**src/rtl/ivc_pkg.sv**
```systemverilog
package ivc_pkg;
  localparam int unsigned NUM_LINES  = 32;
  localparam int unsigned NUM_SLOTS  = 32;
  localparam int unsigned SLOT_W     = $clog2(NUM_SLOTS);
  localparam int unsigned ADDR_W     = 16;
  localparam logic [ADDR_W-1:0] VEC_BASE = 16'hFFC0;
  localparam int unsigned RESET_SLOT = NUM_SLOTS - 1;
  localparam int unsigned NMI_SLOT   = NUM_SLOTS - 2;

  typedef enum logic [1:0] {CLS_RESET, CLS_NMI, CLS_MASK} slot_cls_e;

  // line -> slot routing
  function automatic int unsigned line_slot(int unsigned l);
    if (l < 4)       return 31;
    else if (l < 7)  return 30;
    else if (l == 7) return 27;
    else if (l == 8) return 26;
    else if (l < 12) return 25;
    else if (l == 12) return 24;
    else if (l == 13) return 21;
    else if (l < 16) return 20;
    else if (l < 24) return 19;
    else             return 18;
  endfunction

  function automatic slot_cls_e slot_cls(int unsigned s);
    if (s == RESET_SLOT)    return CLS_RESET;
    else if (s == NMI_SLOT) return CLS_NMI;
    else                    return CLS_MASK;
  endfunction
endpackage

```
**src/rtl/ivc_fetch_guard.sv**
```systemverilog
module ivc_fetch_guard
  import ivc_pkg::*;
#(
  parameter logic [ADDR_W-1:0] REG_TOP = 16'h01FF,
  parameter logic [ADDR_W-1:0] HOLE_LO = 16'h0400,
  parameter logic [ADDR_W-1:0] HOLE_HI = 16'hBFFF
) (
  input  logic              clk_i,
  input  logic              rst_ni,
  input  logic              fetch_valid_i,
  input  logic [ADDR_W-1:0] fetch_addr_i,
  input  logic              clr_i,
  output logic              bad_o
);
  logic bad_q, hit;

  assign hit = fetch_valid_i &&
               ((fetch_addr_i <= REG_TOP) ||
                (fetch_addr_i >= HOLE_LO && fetch_addr_i <= HOLE_HI));

  // set wins over clear
  always_ff @(posedge clk_i or negedge rst_ni) begin
    if (!rst_ni)    bad_q <= 1'b0;
    else if (hit)   bad_q <= 1'b1;
    else if (clr_i) bad_q <= 1'b0;
  end

  assign bad_o = bad_q;
endmodule

```
**src/rtl/ivc_line_merge.sv**
```systemverilog
module ivc_line_merge
  import ivc_pkg::*;
(
  input  logic [NUM_LINES-1:0] line_req_i,
  input  logic [NUM_LINES-1:0] line_en_i,
  input  logic                 gie_i,
  input  logic                 fetch_bad_i,
  output logic [NUM_SLOTS-1:0] slot_pend_o
);
  logic [NUM_SLOTS-1:0] raw_reset, raw_gated;

  always_comb begin
    raw_reset = '0;
    raw_gated = '0;
    for (int unsigned l = 0; l < NUM_LINES; l++) begin
      raw_reset[line_slot(l)] = raw_reset[line_slot(l)] | line_req_i[l];
      raw_gated[line_slot(l)] = raw_gated[line_slot(l)] | (line_req_i[l] & line_en_i[l]);
    end
  end

  for (genvar s = 0; s < NUM_SLOTS; s++) begin : g_slot
    if (slot_cls(s) == CLS_RESET) begin : g_rst
      assign slot_pend_o[s] = raw_reset[s] | fetch_bad_i;
    end else if (slot_cls(s) == CLS_NMI) begin : g_nmi
      assign slot_pend_o[s] = raw_gated[s];
    end else begin : g_msk
      assign slot_pend_o[s] = raw_gated[s] & gie_i;
    end
  end
endmodule

```
**src/rtl/ivc_prio_pick.sv**
```systemverilog
module ivc_prio_pick
  import ivc_pkg::*;
(
  input  logic [NUM_SLOTS-1:0] pend_i,
  output logic                 valid_o,
  output logic [SLOT_W-1:0]    idx_o
);
  always_comb begin
    idx_o = '0;
    for (int unsigned s = 0; s < NUM_SLOTS; s++)
      if (pend_i[s]) idx_o = SLOT_W'(s);
  end
  assign valid_o = |pend_i;
endmodule

```
**src/rtl/irq_vector_ctrl.sv**
```systemverilog
module irq_vector_ctrl
  import ivc_pkg::*;
(
  input  logic                 clk_i,
  input  logic                 rst_ni,
  input  logic [NUM_LINES-1:0] line_req_i,
  input  logic [NUM_LINES-1:0] line_en_i,
  input  logic                 gie_i,
  input  logic                 fetch_valid_i,
  input  logic [ADDR_W-1:0]    fetch_addr_i,
  input  logic                 cpu_ack_i,
  output logic                 irq_o,
  output logic [ADDR_W-1:0]    vec_addr_o,
  output logic [SLOT_W-1:0]    prio_o,
  output logic [NUM_SLOTS-1:0] slot_ack_o
);
  localparam int unsigned PAD_W = ADDR_W - SLOT_W - 1;

  logic                 fetch_bad, win_valid, accept, lock_q;
  logic [SLOT_W-1:0]    win_idx, prio_q;
  logic [NUM_SLOTS-1:0] pend, ack_q;

  assign accept = lock_q & cpu_ack_i;

  ivc_fetch_guard u_guard (
    .clk_i         (clk_i),
    .rst_ni        (rst_ni),
    .fetch_valid_i (fetch_valid_i),
    .fetch_addr_i  (fetch_addr_i),
    .clr_i         (accept && prio_q == SLOT_W'(RESET_SLOT)),
    .bad_o         (fetch_bad)
  );

  ivc_line_merge u_merge (
    .line_req_i  (line_req_i),
    .line_en_i   (line_en_i),
    .gie_i       (gie_i),
    .fetch_bad_i (fetch_bad),
    .slot_pend_o (pend)
  );

  ivc_prio_pick u_pick (
    .pend_i  (pend),
    .valid_o (win_valid),
    .idx_o   (win_idx)
  );

  // grant is frozen from latch until acceptance; no re-grant in ack cycle
  always_ff @(posedge clk_i or negedge rst_ni) begin
    if (!rst_ni) begin
      lock_q <= 1'b0;
      prio_q <= '0;
      ack_q  <= '0;
    end else begin
      ack_q <= '0;
      if (accept) begin
        lock_q        <= 1'b0;
        ack_q[prio_q] <= 1'b1;
      end else if (!lock_q && ack_q == '0 && win_valid) begin
        lock_q <= 1'b1;
        prio_q <= win_idx;
      end
    end
  end

  assign irq_o      = lock_q;
  assign prio_o     = prio_q;
  assign vec_addr_o = VEC_BASE + {{PAD_W{1'b0}}, prio_q, 1'b0};
  assign slot_ack_o = ack_q;
endmodule

```
**config.mk**
```make
export PLATFORM = sky130hd
export DESIGN_NAME = irq_vector_ctrl
export DESIGN_NICKNAME = d
export VERILOG_FILES = /design/src/rtl/ivc_pkg.sv /design/src/rtl/ivc_fetch_guard.sv /design/src/rtl/ivc_line_merge.sv /design/src/rtl/ivc_prio_pick.sv /design/src/rtl/irq_vector_ctrl.sv
export SDC_FILE = /design/constraint.sdc
export NUM_CORES = 1
export LEC_CHECK = 0
export BUFFER_PORTS_ARGS = -buffer_cell sky130_fd_sc_hd__buf_2
export CORE_ASPECT_RATIO = 0.75
export CORE_UTILIZATION = 43
export CTS_BUF_LIST = sky130_fd_sc_hd__clkbuf_16
export CTS_CLUSTER_DIAMETER = 120
export DETAILED_ROUTE_END_ITERATION = 10
export PLACE_DENSITY = 0.81
export SYNTH_ARGS = -nofsm -noshare
export SYNTH_HDL_FRONTEND = slang
export SYNTH_HIERARCHICAL = 1
export SYNTH_SLANG_ARGS = --single-unit
```
**constraint.sdc**
```tcl
create_clock -name clk_i -period 2.5 [get_ports clk_i]
set_input_delay 0 -clock clk_i [delete_from_list [all_inputs] [get_ports clk_i]]
set_output_delay 0 -clock clk_i [all_outputs]
set_load 0.01 [all_outputs]
```
== Word-level counts from Yosys, hierarchy flattened ==
Index checks and enable logic that the tools add are counted.

* Flip-flop bits (word level): 39
* Input bits: 85
* Output and inout bits: 54
* Logic and storage cells: 102

* Add/sub/neg operators: 1
* $lt $le $gt $ge: 5
* Equality and inequality tests: 1
* Muxes and demuxes: 17
* Bitwise logic cells: 61
* Reductions and logical operators: 13

{| class="wikitable"
|+ Operator list
! cell !! number
|-
| two-way mux 5 bit || 10
|-
| AND 1 bit || 37
|-
| zero test 32 bit || 1
|-
| two-way mux 32 bit || 1
|-
| bitwise OR 1 bit || 23
|-
| >= comparator 16 x 11 -> 1 bit (second input constant) || 1
|-
| less-or-equal comparator 16 bit (second input constant) || 1
|-
| less-or-equal comparator 16 x 9 -> 1 bit (second input constant) || 1
|-
| OR reduction 10 bit || 1
|-
| adder 7 x 7 -> 8 bit (first input constant) || 1
|-
| logical AND 1 bit || 6
|-
| < comparator 5 x 6 -> 1 bit (second input constant) || 1
|-
| demux 1 bit (select 5 bit) || 1
|-
| equality test 5 bit (second input constant) || 1
|-
| >= comparator 5 x 1 -> 1 bit (second input constant) || 1
|-
| two-way mux 1 bit || 5
|-
| nonzero test 2 bit || 2
|-
| AND reduction 2 bit || 1
|-
| zero test 1 bit || 1
|-
| logical OR 1 bit || 1
|-
| inverter 1 bit || 1
|}

== Longest topological paths before layout ==
* Depth after elaboration: 19
* Depth in mapped cells: 10
* Mapped depth without buffers: 10

== Modules after synthesis ==
Netlist, hierarchy kept.

{| class="wikitable"
|+ Modules (own cells, without submodules)
! module !! instances !! cells each !! area an instance (um^2)
|-
| irq_vector_ctrl || 1 || 125 || 1,458.9
|-
| ivc_prio_pick || 1 || 62 || 366.6
|-
| ivc_line_merge || 1 || 47 || 326.6
|-
| ivc_fetch_guard || 1 || 7 || 57.6
|}

== Worst setup path before layout ==
Ideal clock, no wire load.

* Path kind: input to register
* From: in line_req_i[9]
* To: reg prio_q[0] (netlist: prio_o[0])
* Library setup time: 0.125 ns
* Arrival time: 2.023 ns
* Data required time: 2.375 ns
* Setup slack: 0.352 ns
* Stages on the path: 10
* Buffers on the path: 0
* Path through: a222oi_1 > nor2_1 > nor4_2 > and3_1 > nand3_2 > or4_1 > nor4b_2 > nand4_1 > nor3_4 > mux2_2

{| class="wikitable"
|+ RTL lines
! what !! line !! text
|-
| start: declaration || irq_vector_ctrl.sv:6 || <nowiki>input logic [NUM_LINES-1:0] line_req_i,</nowiki>
|-
| AND 1 bit || ivc_line_merge.sv:17 || <nowiki>raw_gated[line_slot(l)] = raw_gated[line_slot(l)] | (line_req_i[l] & line_en_i[l]);</nowiki>
|-
| bitwise OR 1 bit (2 in series) || ivc_line_merge.sv:17 ||
|-
| AND 1 bit || ivc_line_merge.sv:27 || <nowiki>assign slot_pend_o[s] = raw_gated[s] & gie_i;</nowiki>
|-
| net pend[25] || irq_vector_ctrl.sv:21 || <nowiki>logic [NUM_SLOTS-1:0] pend, ack_q;</nowiki>
|-
| OR reduction 10 bit || ivc_prio_pick.sv:13 || <nowiki>assign valid_o = |pend_i;</nowiki>
|-
| net win_valid || irq_vector_ctrl.sv:19 || <nowiki>logic fetch_bad, win_valid, accept, lock_q;</nowiki>
|-
| logical AND 1 bit || irq_vector_ctrl.sv:59 || <nowiki>end else if (!lock_q && ack_q == '0 && win_valid) begin</nowiki>
|-
| AND reduction 2 bit (no source line) || - ||
|-
| end signal: assignment || irq_vector_ctrl.sv:61 || <nowiki>prio_q <= win_idx;</nowiki>
|-
| end: declaration || irq_vector_ctrl.sv:20 || <nowiki>logic [SLOT_W-1:0] win_idx, prio_q;</nowiki>
|}

The timed path passes the listed nets, and every way through them passes these cells.
A chain may end at the register's enable or synchronous reset.

== Worst setup path in the final report ==
* From: reg u_guard.bad_q (netlist: u_guard/bad_o)
* To: reg prio_q[0] (netlist: prio_o[0])

* Cells in the longest elaborated chain, start to end: 4

{| class="wikitable"
|+ RTL lines
! what !! line !! text
|-
| start: declaration || ivc_fetch_guard.sv:15 || <nowiki>logic bad_q, hit;</nowiki>
|-
| start signal: assignment || ivc_fetch_guard.sv:23 || <nowiki>if (!rst_ni) bad_q <= 1'b0;</nowiki>
|-
| start signal: assignment || ivc_fetch_guard.sv:24 || <nowiki>else if (hit) bad_q <= 1'b1;</nowiki>
|-
| start signal: assignment || ivc_fetch_guard.sv:25 || <nowiki>else if (clr_i) bad_q <= 1'b0;</nowiki>
|-
| bitwise OR 1 bit || ivc_line_merge.sv:23 || <nowiki>assign slot_pend_o[s] = raw_reset[s] | fetch_bad_i;</nowiki>
|-
| net pend[31] || irq_vector_ctrl.sv:21 ||
|-
| OR reduction 10 bit || ivc_prio_pick.sv:13 ||
|-
| net win_valid || irq_vector_ctrl.sv:19 ||
|-
| logical AND 1 bit || irq_vector_ctrl.sv:59 ||
|-
| AND reduction 2 bit (no source line) || - ||
|}

The timed path passes the listed nets, and every way through them passes these cells.

==> metrics.md <==
| Metric | Value |
|---|---|
| DP Wirelength | between 4 and 5 mm |
| CP most frequent cell | nor2_1 |
| Failing checks | design-rule violations |
| Worst r2r path cells | 10 |
| Crit-path slowest cell | or4_1 |
| Vias in the first global route | around 2000 |
| Critical Path Max Stage Delay | approximately 0.49 ns |
| Final Wtd Congestion | 0.843 |
| GR Layer Usage met2 | 0.395 |
| Port Buffer Count | 114 |
| CTS tree | done |
| Die area | roughly 5400 um^2 |
| Max_cap viols | 0 |
| WP data arrival | 2.47 ns |
| Initial antenna violation count | 0 |
| Final Skew | 0.00423 ns |
| Syn Inst Count | about 240 |
| Class of the worst hold path | input pin to register |
| Global route total overflow | 0 |
| # H-tree levels | 2 |
| DR iter-0 viols | approximately 110 |
| Final setup viols | 0 |
| Clock sinks | 39 |
| CTS Buffer Depth | 2 |
| Final Hold Viols | 0 |
| CTS clock-pin slew for the worst setup and hold paths | 0.05 ns |
| Row count | 22 |
| Avg Synthesized Cell Area | a little over 9 um^2 |
| N_diodes | 0 |
| Outcome | complete, but fails checks |
| Worst vdd ir | roughly 0.28 mV |
| Height of the die | ~64 um |
| Io pins | between 100 and 150 |
| Vias | 2078 |
| CP endpoint | prio_o[0]$_DFFE_PN0P_ |
| Slew Limit Headroom | 0.437 |
| CORE AREA | ~4900 um^2 |
| Slew Limit Fails | 0 |
| CTS resizes | 0 |
| Largest net degree at the start of global routing | 40 |
| Yosys Warn Count | 6 |
| Register bit total from synthesis | 39 |
| Actual slew at the worst max-slew pin | roughly 0.84 ns |
| Chip Width | approximately 85 um |
| Share of cells above drive strength 1 | 0.376 |
| Inst Count DP | about 410 |
| Seq/Total Area, Yosys | 0.442 |
| Crit Path Class | register to register |
| Root cell of the clock tree | clkbuf_16 |
| Postcts setup bufs | 0 |
| Post-placement setup slack | -0.00231 ns |
| Most used routing layer | met2 |
| WHS | about 0.034 ns |
| GRT Overall Usage | 0.217 |
| Top_reg_cell synth | dfrtp_1 |
| Routed length per instance | ~13 um |
| Fin cells | roughly 420 |
| Nets@finish | 442 |
| Worst path required time | around 2.7 ns |
| PD cells | around 540 nW/um^2 |
| Reg-to-reg endpoint | prio_o[0]$_DFFE_PN0P_ |
| Most frequent cells in the layout | buf_2, nor2_1, dfrtp_1 |
| Total Power | roughly 1.5 mW |
| 1st-pass router iterations | 8 |
| Post-route setup slack | roughly 0.19 ns |
| Final ANT Viol Nets | 0 |
| Crit-path cells | nor2_1 > nand2_1 > nor2_1 > and3_1 > nand3_2 > or4_1 > nor4b_2 > nand4_1 > nor3_4 > mux2_2 |
| Ys async rst share | 1.00 |
| Clock latency on the worst-skew pair | 0.28 ns |
| Worst reg-to-reg setup slack | 0.19 ns |
| Global-route wire length before repair | between 9 and 10 mm |
| Fill cell count | about 430 |
| Post-synth EDFFs | 0 |
| CP endpoint kind | register |
| Crit path from | u_guard/bad_o$_DFFE_PN0P_ |
| Synth unique cells | 41 |
| Post-Syn Area | around 2200 um^2 |
| Final worst-path cycle share | 0.925 |
| Vias/cell | around 5 |
| RSZ-0062 raised after global routing | no |
| Initial Util | 0.448 |
| Met1 Usage GRT | 0.261 |
| Synthesis-to-finish area growth | 28.7% |
| Worst reg2reg startpoint | u_guard/bad_o$_DFFE_PN0P_ |
| Static Leak | 1.50 nW |
| Crit start category | register |
| Number of remaining DRC errors | 6 |
| Commonest non-fill, non-tap cell in the layout | buf_2 |
| Fmax | around 0.43 GHz |
| TritonCTS buffer count | 5 |
| Critical-path maximum fanout | 6 |
| Final WL | ~5.5 mm |
| Tmin final | ~2.3 ns |
| Grt met3 use | 0.0491 |
[final cells by class]
type                    instances  area (um^2)  share of cell area
inverters                      10         37.5              0.0132
clock buffers                   5          125              0.0440
clock inverters                 1         3.75             0.00132
repair buffers                118          606               0.213
multi-input cells             183         1020               0.359
flip-flops and latches         39          976               0.343
well taps                      60         75.1              0.0264
[sequential cells by signal, indices dropped and copies added, names as in the netlist]
| signal | flops |
|---|---|
| u_guard/bad_o | 1 |
| prio_o | 5 |
| irq_o | 1 |
| slot_ack_o | 32 |
[kinds of logic (layout without fill, tap and decap cells)]
kind of cell           count (synthesis)  in the layout  share of synthesized area
other                                  3             33                    0.00510
flip-flops                            39             39                      0.442
multiplexers                           5              5                     0.0255
buffers and inverters                 49            134                      0.148
AND/OR/NAND/NOR                      110            110                      0.264
AO/OA/AOI/OAI                         35             35                      0.116
[routing by layer]
layer | share of wire | vias up
li1 | - | 1022
met1 | 0.42 | 965
met2 | 0.50 | 85
met3 | 0.072 | 6
met4 | 0.0081 | 0
met5 | 0 | -
[how the worst min path moves through the flow]
stage / startpoint / end / slack, ns / cells after the start
floorplan: rst_ni / irq_o$_DFFE_PN0P_ / -0.30 / 0
global placement: rst_ni / slot_ack_o[20]$_DFF_PN0_ / 0.14 / 1
detailed placement: rst_ni / slot_ack_o[22]$_DFF_PN0_ / 0.14 / 1
CTS: cpu_ack_i / irq_o$_DFFE_PN0P_ / 0.03 / 3
global route: cpu_ack_i / irq_o$_DFFE_PN0P_ / 0.04 / 3
finish: cpu_ack_i / irq_o$_DFFE_PN0P_ / 0.03 / 3
[cell usage after synthesis (all sizes together), types with 3 or more instances]
library cell,instances,area share
or3,3,0.0085
mux2,5,0.025
dfrtp,39,0.44
a21oi,6,0.014
nor2,54,0.092
buf,38,0.13
nand3,5,0.014
nand2,9,0.015
or4,3,0.010
o21ai,4,0.0091
nor4,14,0.052
nand3b,3,0.010
and3,5,0.014
conb,3,0.0051
inv,10,0.017
nor3,7,0.021
a22oi,9,0.031
[where the power goes]
group	leakage (nW)	switching, mW	total, mW	internal (mW)
combinational	0.922	0.167	0.299	0.133
sequential	0.512	0.0246	0.677	0.652
clock	0.0669	0.216	0.569	0.354
total	1.50	0.407	1.55	1.14
[worst max-delay path: cells and delay by family, from the launching register on]
family,cells,cell delay (ns)
AND/OR/NAND/NOR,9,1.53
flip-flops,1,0.38
multiplexers,1,0.28
[metrics by stage]
step                TNS (ns)  cell area, um^2  utilization
CTS                        0             2840        0.577
global route               0             2840        0.577
global placement           0             2690        0.547
floorplan                  0             2320            -
detailed placement  -0.00231             2690        0.547
finish                     0             2840        0.577
[what timing repair did]
action	4_1_cts	5_1_grt
endpoints found under the setup margin	0	0
endpoints found under the hold margin	40	0
hold buffers	2	0
(Power assumes the default switching activity.)
